`config.mk`:
```
export PLATFORM = sky130hd
export DESIGN_NAME = dac_serial_front
export DESIGN_NICKNAME = d
export VERILOG_FILES = /design/src/rtl/dacfe_pkg.sv /design/src/rtl/dacfe_pin_sync.sv /design/src/rtl/dacfe_frame_rx.sv /design/src/rtl/dacfe_reg_bank.sv /design/src/rtl/dac_serial_front.sv
export SDC_FILE = /design/constraint.sdc
export NUM_CORES = 1
export LEC_CHECK = 0
export BUFFER_PORTS_ARGS = -buffer_cell sky130_fd_sc_hd__buf_2
export CAP_MARGIN = 10
export CORE_MARGIN = 5
export CORE_UTILIZATION = 45
export DETAILED_ROUTE_END_ITERATION = 16
export PLACE_DENSITY_LB_ADDON = 0.25
export RECOVER_POWER = 100
export SYNTH_ARGS = -nofsm -noshare
export SYNTH_HDL_FRONTEND = slang
export SYNTH_SLANG_ARGS = --single-unit
```
`constraint.sdc`:
```
create_clock -name clk -period 2.05 [get_ports clk]
set_input_delay 0.41 -clock clk [delete_from_list [all_inputs] [get_ports clk]]
set_output_delay 0.41 -clock clk [all_outputs]
set_load 0.02 [all_outputs]
```
`src/rtl/dacfe_pkg.sv`:
```
package dacfe_pkg;

   // Power-down selection carried in the frame; the value picks the output load
   typedef enum logic [1:0] {
      PD_ACTIVE      = 2'b00,
      PD_FLOAT       = 2'b01,
      PD_PULL_WEAK   = 2'b10,
      PD_PULL_STRONG = 2'b11
   } pd_sel_e;

   localparam int PD_W = $bits(pd_sel_e);

endpackage

```
`src/rtl/dacfe_pin_sync.sv`:
```
module dacfe_pin_sync #(
   parameter int         W       = 3,
   parameter int         STAGES  = 2,
   parameter logic [W-1:0] RST_VAL = '0
) (
   input  logic         clk,
   input  logic         rst_n,
   input  logic [W-1:0] async_i,
   output logic [W-1:0] sync_o
);

   generate
      if (STAGES < 2) begin : g_bad_depth
         $error("dacfe_pin_sync: STAGES must be at least 2");
      end
   endgenerate

   logic [W-1:0] chain [STAGES];

   always_ff @(posedge clk or negedge rst_n) begin
      if (!rst_n) begin
         chain[0] <= RST_VAL;
      end else begin
         chain[0] <= async_i;
      end
   end

   generate
      for (genvar s = 1; s < STAGES; s++) begin : g_stage
         always_ff @(posedge clk or negedge rst_n) begin
            if (!rst_n) begin
               chain[s] <= RST_VAL;
            end else begin
               chain[s] <= chain[s-1];
            end
         end
      end
   endgenerate

   assign sync_o = chain[STAGES-1];

endmodule

```
`src/rtl/dacfe_frame_rx.sv`:
```
module dacfe_frame_rx #(
   parameter int FRAME_W = 24
) (
   input  logic               clk,
   input  logic               rst_n,
   input  logic               fsel_s,
   input  logic               sclk_s,
   input  logic               sdata_s,
   output logic               frame_done,
   output logic [FRAME_W-1:0] frame_word
);

   localparam int CNT_W = $clog2(FRAME_W + 1);

   generate
      if (FRAME_W < 3) begin : g_bad_frame
         $error("dacfe_frame_rx: FRAME_W must be at least 3");
      end
   endgenerate

   logic               sclk_d;
   logic               sclk_fall;
   logic [CNT_W-1:0]   bit_cnt;
   logic [FRAME_W-2:0] shreg;

   always_ff @(posedge clk or negedge rst_n) begin
      if (!rst_n) begin
         sclk_d <= 1'b0;
      end else begin
         sclk_d <= sclk_s;
      end
   end

   assign sclk_fall = sclk_d & ~sclk_s;

   // Bit counter saturates at FRAME_W; frame select high empties everything
   always_ff @(posedge clk or negedge rst_n) begin
      if (!rst_n) begin
         bit_cnt <= '0;
         shreg   <= '0;
      end else if (fsel_s) begin
         bit_cnt <= '0;
         shreg   <= '0;
      end else if (sclk_fall && (bit_cnt != CNT_W'(FRAME_W))) begin
         bit_cnt <= bit_cnt + CNT_W'(1);
         shreg   <= {shreg[FRAME_W-3:0], sdata_s};
      end
   end

   assign frame_done = ~fsel_s & sclk_fall & (bit_cnt == CNT_W'(FRAME_W - 1));
   assign frame_word = {shreg, sdata_s};

   assert_cnt_sat_R5 : assert property (@(posedge clk) disable iff (!rst_n)
      bit_cnt <= CNT_W'(FRAME_W));

   assert_fall_gap_R3 : assert property (@(posedge clk) disable iff (!rst_n)
      sclk_fall |=> !sclk_fall);

endmodule

```
`src/rtl/dacfe_reg_bank.sv`:
```
module dacfe_reg_bank
   import dacfe_pkg::*;
#(
   parameter int CODE_W   = 16,
   parameter int PAD_W    = 6,
   parameter bit SWRST_EN = 1'b1
) (
   input  logic                            clk,
   input  logic                            rst_n,
   input  logic                            frame_done,
   input  logic [PAD_W+PD_W+CODE_W-1:0]    frame_word,
   output logic [CODE_W-1:0]               code_o,
   output logic [PD_W-1:0]                 mode_o,
   output logic                            upd_o
);

   localparam logic [CODE_W-1:0] MID_CODE = {1'b1, {(CODE_W-1){1'b0}}};

   logic    is_swrst;
   pd_sel_e mode_q;

   generate
      if (SWRST_EN) begin : g_swrst
         assign is_swrst = &frame_word;
      end else begin : g_no_swrst
         assign is_swrst = 1'b0;
      end
   endgenerate

   always_ff @(posedge clk or negedge rst_n) begin
      if (!rst_n) begin
         code_o <= MID_CODE;
         mode_q <= PD_ACTIVE;
         upd_o  <= 1'b0;
      end else begin
         upd_o <= frame_done;
         if (frame_done) begin
            if (is_swrst) begin
               code_o <= MID_CODE;
               mode_q <= PD_ACTIVE;
            end else begin
               code_o <= frame_word[CODE_W-1:0];
               mode_q <= pd_sel_e'(frame_word[CODE_W +: PD_W]);
            end
         end
      end
   end

   assign mode_o = mode_q;

   generate
      if (SWRST_EN) begin : g_swrst_chk
         assert_swrst_mid_R7 : assert property (@(posedge clk) disable iff (!rst_n)
            (frame_done && (&frame_word)) |=> (code_o == MID_CODE && mode_o == PD_W'(0)));
      end
   endgenerate

endmodule

```
`src/rtl/dac_serial_front.sv`:
```
module dac_serial_front
   import dacfe_pkg::*;
#(
   parameter int CODE_W      = 16,
   parameter int PAD_W       = 6,
   parameter int SYNC_STAGES = 2,
   parameter bit SWRST_EN    = 1'b1
) (
   input  logic              clk,
   input  logic              rst_n,
   input  logic              fsel_n,
   input  logic              sclk_pin,
   input  logic              sdata_pin,
   output logic [CODE_W-1:0] dac_code,
   output logic [PD_W-1:0]   pd_mode,
   output logic              upd_pulse
);

   localparam int FRAME_W = PAD_W + PD_W + CODE_W;

   generate
      if (CODE_W < 2) begin : g_bad_code
         $error("dac_serial_front: CODE_W must be at least 2");
      end
   endgenerate

   logic [2:0]         pins_s;
   logic               fsel_s, sclk_s, sdata_s;
   logic               frame_done;
   logic [FRAME_W-1:0] frame_word;

   dacfe_pin_sync #(
      .W       (3),
      .STAGES  (SYNC_STAGES),
      .RST_VAL (3'b100)
   ) u_sync (
      .clk     (clk),
      .rst_n   (rst_n),
      .async_i ({fsel_n, sclk_pin, sdata_pin}),
      .sync_o  (pins_s)
   );

   assign {fsel_s, sclk_s, sdata_s} = pins_s;

   dacfe_frame_rx #(
      .FRAME_W (FRAME_W)
   ) u_rx (
      .clk        (clk),
      .rst_n      (rst_n),
      .fsel_s     (fsel_s),
      .sclk_s     (sclk_s),
      .sdata_s    (sdata_s),
      .frame_done (frame_done),
      .frame_word (frame_word)
   );

   dacfe_reg_bank #(
      .CODE_W   (CODE_W),
      .PAD_W    (PAD_W),
      .SWRST_EN (SWRST_EN)
   ) u_regs (
      .clk        (clk),
      .rst_n      (rst_n),
      .frame_done (frame_done),
      .frame_word (frame_word),
      .code_o     (dac_code),
      .mode_o     (pd_mode),
      .upd_o      (upd_pulse)
   );

   assert_strobe_single_R3 : assert property (@(posedge clk) disable iff (!rst_n)
      upd_pulse |=> !upd_pulse);

   assert_hold_without_strobe_R3 : assert property (@(posedge clk) disable iff (!rst_n)
      (!$stable(dac_code) || !$stable(pd_mode)) |-> upd_pulse);

   assert_no_commit_idle_R9 : assert property (@(posedge clk) disable iff (!rst_n)
      fsel_s |=> !upd_pulse);

endmodule

```
==> Yosys cells after proc, flatten, opt, wreduce, memory -nomap -nowiden <==
Cells that the tools add are included.
{ "word_totals": {"regBits": 54, "input_bits": 5, "out_inout_bits": 19} }
{ "op_classes": {"add_sub_neg": 1, "n_eq_ne": 2, "muxes": 6, "bitwise_logic": 5, "reduce_logical": 3} }
{ "op_table": {"columns": ["operator", "n"], "rows": [
  ["$mux 23", 2],
  ["$reduce_and 24->1", 1],
  ["$mux 16", 1],
  ["$mux 5", 2],
  ["$add 5x1->5 const B", 1],
  ["$eq 5x5->1 const B", 1],
  ["$ne 5x5->1 const B", 1],
  ["$and 1x1->1", 3],
  ["$mux 2", 1],
  ["$not 1->1", 2],
  ["$reduce_bool 2->1", 1],
  ["$logic_and 1x1->1", 1]
]} }

==> Logic depth before layout (Yosys ltp) <==
{ "depth": {"ltp_word": 5, "depth_mapped": 7, "depth_no_buf": 5} }

==> Modules after synthesis <==
Synthesis repeated with hierarchy kept, for this count alone.
{ "hier_totals": {"cells_unflattened": 189, "area_unflattened_um2": 2429.8} }
{ "by_module_without_submodules": {"columns": ["mod", "instances", "cells_each", "area_each_um2", "seq_area_each_um2"], "rows": [
  ["dacfe_frame_rx", 1, 113, 1390.1, 725.7],
  ["dacfe_reg_bank", 1, 67, 864.6, 476.7],
  ["dacfe_pin_sync", 1, 9, 175.2, 152.6]
]} }

==> Worst setup path after synthesis <==
OpenSTA, ideal clock, no wires.
{ "synth_timing": {"kind": "register -> register", "from": "register u_rx.bit_cnt[3]", "to": "register u_regs.code_o[10]", "arrival_time_ps": 1802, "t_required_ps": 1907, "slack_ps": 105, "path_stages_with_launch": 7, "path_buffers": 3, "cell_sequence": "dfrtp_1 -> buf_6 -> or4b_4 -> buf_6 -> nor4_4 -> buf_6 -> a22oi_1"} }
{ "synth_via": {"elab_chain_cells": 2} }
{ "synth_rtl": {"columns": ["item", "line_no", "source"], "rows": [
  ["start: declaration", "dacfe_frame_rx.sv:23", "logic [CNT_W-1:0] bit_cnt;"],
  ["start signal: assignment", "dacfe_frame_rx.sv:45", "bit_cnt <= bit_cnt + CNT_W'(1);"],
  ["$eq 5x5->1", "dacfe_frame_rx.sv:50", "assign frame_done = ~fsel_s & sclk_fall & (bit_cnt == CNT_W'(FRAME_W - 1));"],
  ["$and 1x1->1", "dacfe_frame_rx.sv:50", null],
  ["end signal: assignment", "dacfe_reg_bank.sv:42", "code_o <= frame_word[CODE_W-1:0];"],
  ["end: declaration", "dacfe_reg_bank.sv:12", "output logic [CODE_W-1:0] code_o,"]
]} }
Every way passes these cells.
A chain may end at the register's enable or synchronous reset.

==> Worst setup path in the final report <==
{ "layout_timing": {"from": "register u_sync.chain (netlist bit u_sync.sync_o[1])", "to": "register u_regs.code_o[0]"} }
{ "layout_via": {"elab_chain_cells": 4} }
{ "layout_rtl": {"columns": ["item", "line_no", "source"], "rows": [
  ["start: declaration", "dacfe_pin_sync.sv:18", "logic [W-1:0] chain [STAGES];"],
  ["start signal: indexed assignment", "dacfe_pin_sync.sv:34", "chain[s] <= chain[s-1];"],
  ["$not 1->1", "dacfe_frame_rx.sv:34", "assign sclk_fall = sclk_d & ~sclk_s;"],
  ["$and 1x1->1", "dacfe_frame_rx.sv:34", null],
  ["$and 1x1->1 (2 in series)", "dacfe_frame_rx.sv:50", null]
]} }
Every way passes these cells.

==> out/results.txt <==
CTS buffer count -> 5
CTS max path bufs -> 2
share of cells above drive strength 1 -> 0.1211
Initial Util -> 0.4657
post-cts resize count -> 0
MaxCap Viol Count -> 0
All-Layer GR Usage -> 0.1708
port buffer count -> 23
VDD IR max -> 0.3372 mV
Post-synth EDFFs -> 0
buffers and inverters on the worst path -> 1
final count of pins violating max slew -> 0
critical path cell sequence -> or4b_4 -> nor4_2 -> buf_4 -> a22oi_1
clock edge transition at the registers on the reported setup and hold paths -> 0.09 ns
Tmin final -> 1.891 ns
Die Area -> 0.006877 mm2
critical path's top delay family -> simple AND/OR/NAND/NOR gates
Post-synth top cells -> dfrtp_1 (51), nand3_1 (43), o21ai_0 (43)
Avg Synthesized Cell Area -> 10.14 um2
vias -> 1,963
synth warn -> 0
Worst EP required -> 2.24 ns
crit-path max cell delay -> 0.63 ns
CP Launch Type -> register
Critical Path Fanout Max -> 19
main area contributors after synthesis -> dfrtp_1 (53%), nand3_1 (9.0%), o21ai_0 (9.0%)
worst hold-check path type -> input port to register
initial antenna violation count -> 0
Tcrit/Tclk final -> 0.9226
fmax -> 528.7 MHz
Least-Margin Pin Slew -> 1.351 ns
vias per cell -> 6.021
status -> completed
Setup WS post-layout -> 0.1587 ns
Yosys reg bits -> 54
chip width -> 82.93 um
post-CTS setup buffer count -> 0
Skew-Pair Late Insertion Delay -> 0.31 ns
Syn Nets -> 243
gp weighted congestion -> 0.8406
async set-reset flop share out of synthesis -> 1.000
slowest cell on the critical path -> or4b_4
initial DRC count -> 217
Final Hold Viols -> 0
most frequent cell after synthesis -> dfrtp_1
Post-Synthesis Cells -> 236
Total Nets Final -> 262
synthesized area -> 0.002394 mm2
post-synth top area cell -> dfrtp_1
final setup violating endpoints -> 0
total gr overflow -> 0
top_reg_cell synth -> dfrtp_1
hold slack -> 0.1921 ns
IO Pins -> 24
CP Data Arrival Time -> 2.09 ns
Setup Crit Path Kind -> register to register
Wirelength per Cell -> 16.57 um
drt total wl -> 5402 um
PwrDens -> 670.4 mW/mm2
pre-CTS setup slack -> 0.1912 ns
drt pass-1 iters -> 4
Clock Skews -> 0.008522 ns
endpoint class of the critical path -> register
Layout area overhead -> 10.51%
Post-DRT Antenna Nets -> 0
DRC violations left -> 0
Reg2Reg Setup Slack -> 0.16 ns
largest net degree at the start of global routing -> 32
DP Wirelength -> 3418 um
core area -> 0.005140 mm2
post-synth top area share -> 0.5332
sequential area share after synthesis -> 0.5661
CTS tree -> built
n_diodes -> 0
die height -> 82.93 um
Setup TNS Final -> 0 ns
# rows -> 26
RSZ-0062 raised after global routing -> false
Netlist cell types -> 23
clock root buffer master -> clkbuf_8
CTS Hold Buffers Added -> 0
H-tree levels -> 2
Sink Count -> 54
Pleak -> 0.001138 uW
vias in the first global route -> 1,970
relative slew slack -> 0.09946
first-pass GRT wire length -> 9729 um
[where the power goes]
part	leakage [uW]	internal, uW	total, uW	switching [uW]
Sequential	0.000731	1080	1080	8.19
Clock	0.0000482	273	611	338
Combinational	0.000358	18.6	77.5	58.9
Total	0.00114	1370	1770	405
[per-layer routing]
metal  global-route usage  part of all wire  vias to the layer above
met5                    0                 0                        -
met4              0.06389             0.018                        0
met3              0.04653             0.060                        8
met2               0.2609              0.46                       61
met1               0.2321              0.47                      983
li1                     -                 -                      911
[final cells by class]
type	count	area, um2
Clock buffer	7	86.33
Clock inverter	1	5.005
Fill cell	504	2495
Inverter	3	11.26
Multi-Input combinational cell	157	919.6
Sequential cell	54	1355
Tap cell	70	87.58
Timing Repair Buffer	34	180.2
[flip-flops by register name (all words and copies together), names as in the netlist]
register,cells
u_regs.upd_o,1
u_regs.mode_o,2
u_rx.bit_cnt,5
u_regs.code_o,16
u_sync.sync_o,3
u_rx.sclk_d,1
u_rx.shreg,23
u_sync.chain,3
[layout by cell type, fill, tap and decap left out, drive strengths merged]
cell type,count
a21oi,26
a22oi,17
and3,1
and4b,1
buf,12
clkbuf,29
clkinv,1
dfrtp,51
dfstp,3
ha,2
inv,3
mux2,3
nand2b,1
nand3,43
nand4,8
nand4b,1
nor2,3
nor2b,3
nor4,2
nor4b,1
o21ai,43
or4,1
or4b,1
[cells by family after synthesis]
| family | after synthesis | share of synthesized area |
|---|---|---|
| compound gates | 86 | 0.1976 |
| fa+ha+maj | 2 | 0.01045 |
| buf+inv | 25 | 0.04861 |
| flops | 54 | 0.5661 |
| mux | 3 | 0.01411 |
| simple gates | 66 | 0.1631 |
[worst reg2reg max path: cells and delay by family, from the launching register on]
kind / cells / cell delay, ns
simple gates: 2 / 0.96
flops: 1 / 0.43
compound gates: 1 / 0.12
buf+inv: 1 / 0.27
[through the flow]
| step | cell area, um2 | total power [uW] | util | cells |
|---|---|---|---|---|
| 2_1_floorplan | 2394 | 1142 | - | 236 |
| 3_3_place_gp | 2605 | 1184 | 0.5068 | 318 |
| 3_5_place_dp | 2605 | 1185 | 0.5068 | 318 |
| 4_1_cts | 2696 | 1791 | 0.5246 | 326 |
| 5_1_grt | 2645 | 1840 | 0.5146 | 326 |
| 6_report | 2645 | 1773 | 0.5146 | 326 |
[final timing paths]
check                            startpoint                end  depth (start not counted)
setup reg to reg           u_sync.sync_o[1]   u_regs.code_o[0]                          4
hold reg to reg             u_sync.chain[4]   u_sync.sync_o[1]                          0
setup / recovery           u_sync.sync_o[1]   u_regs.code_o[0]                          4
hold / removal                       fsel_n    u_sync.chain[5]                          1
min in group asynchronous             rst_n     u_rx.shreg[19]                          1
max in group asynchronous             rst_n  u_regs.code_o[15]                          2
(Power assumes the default switching activity.)
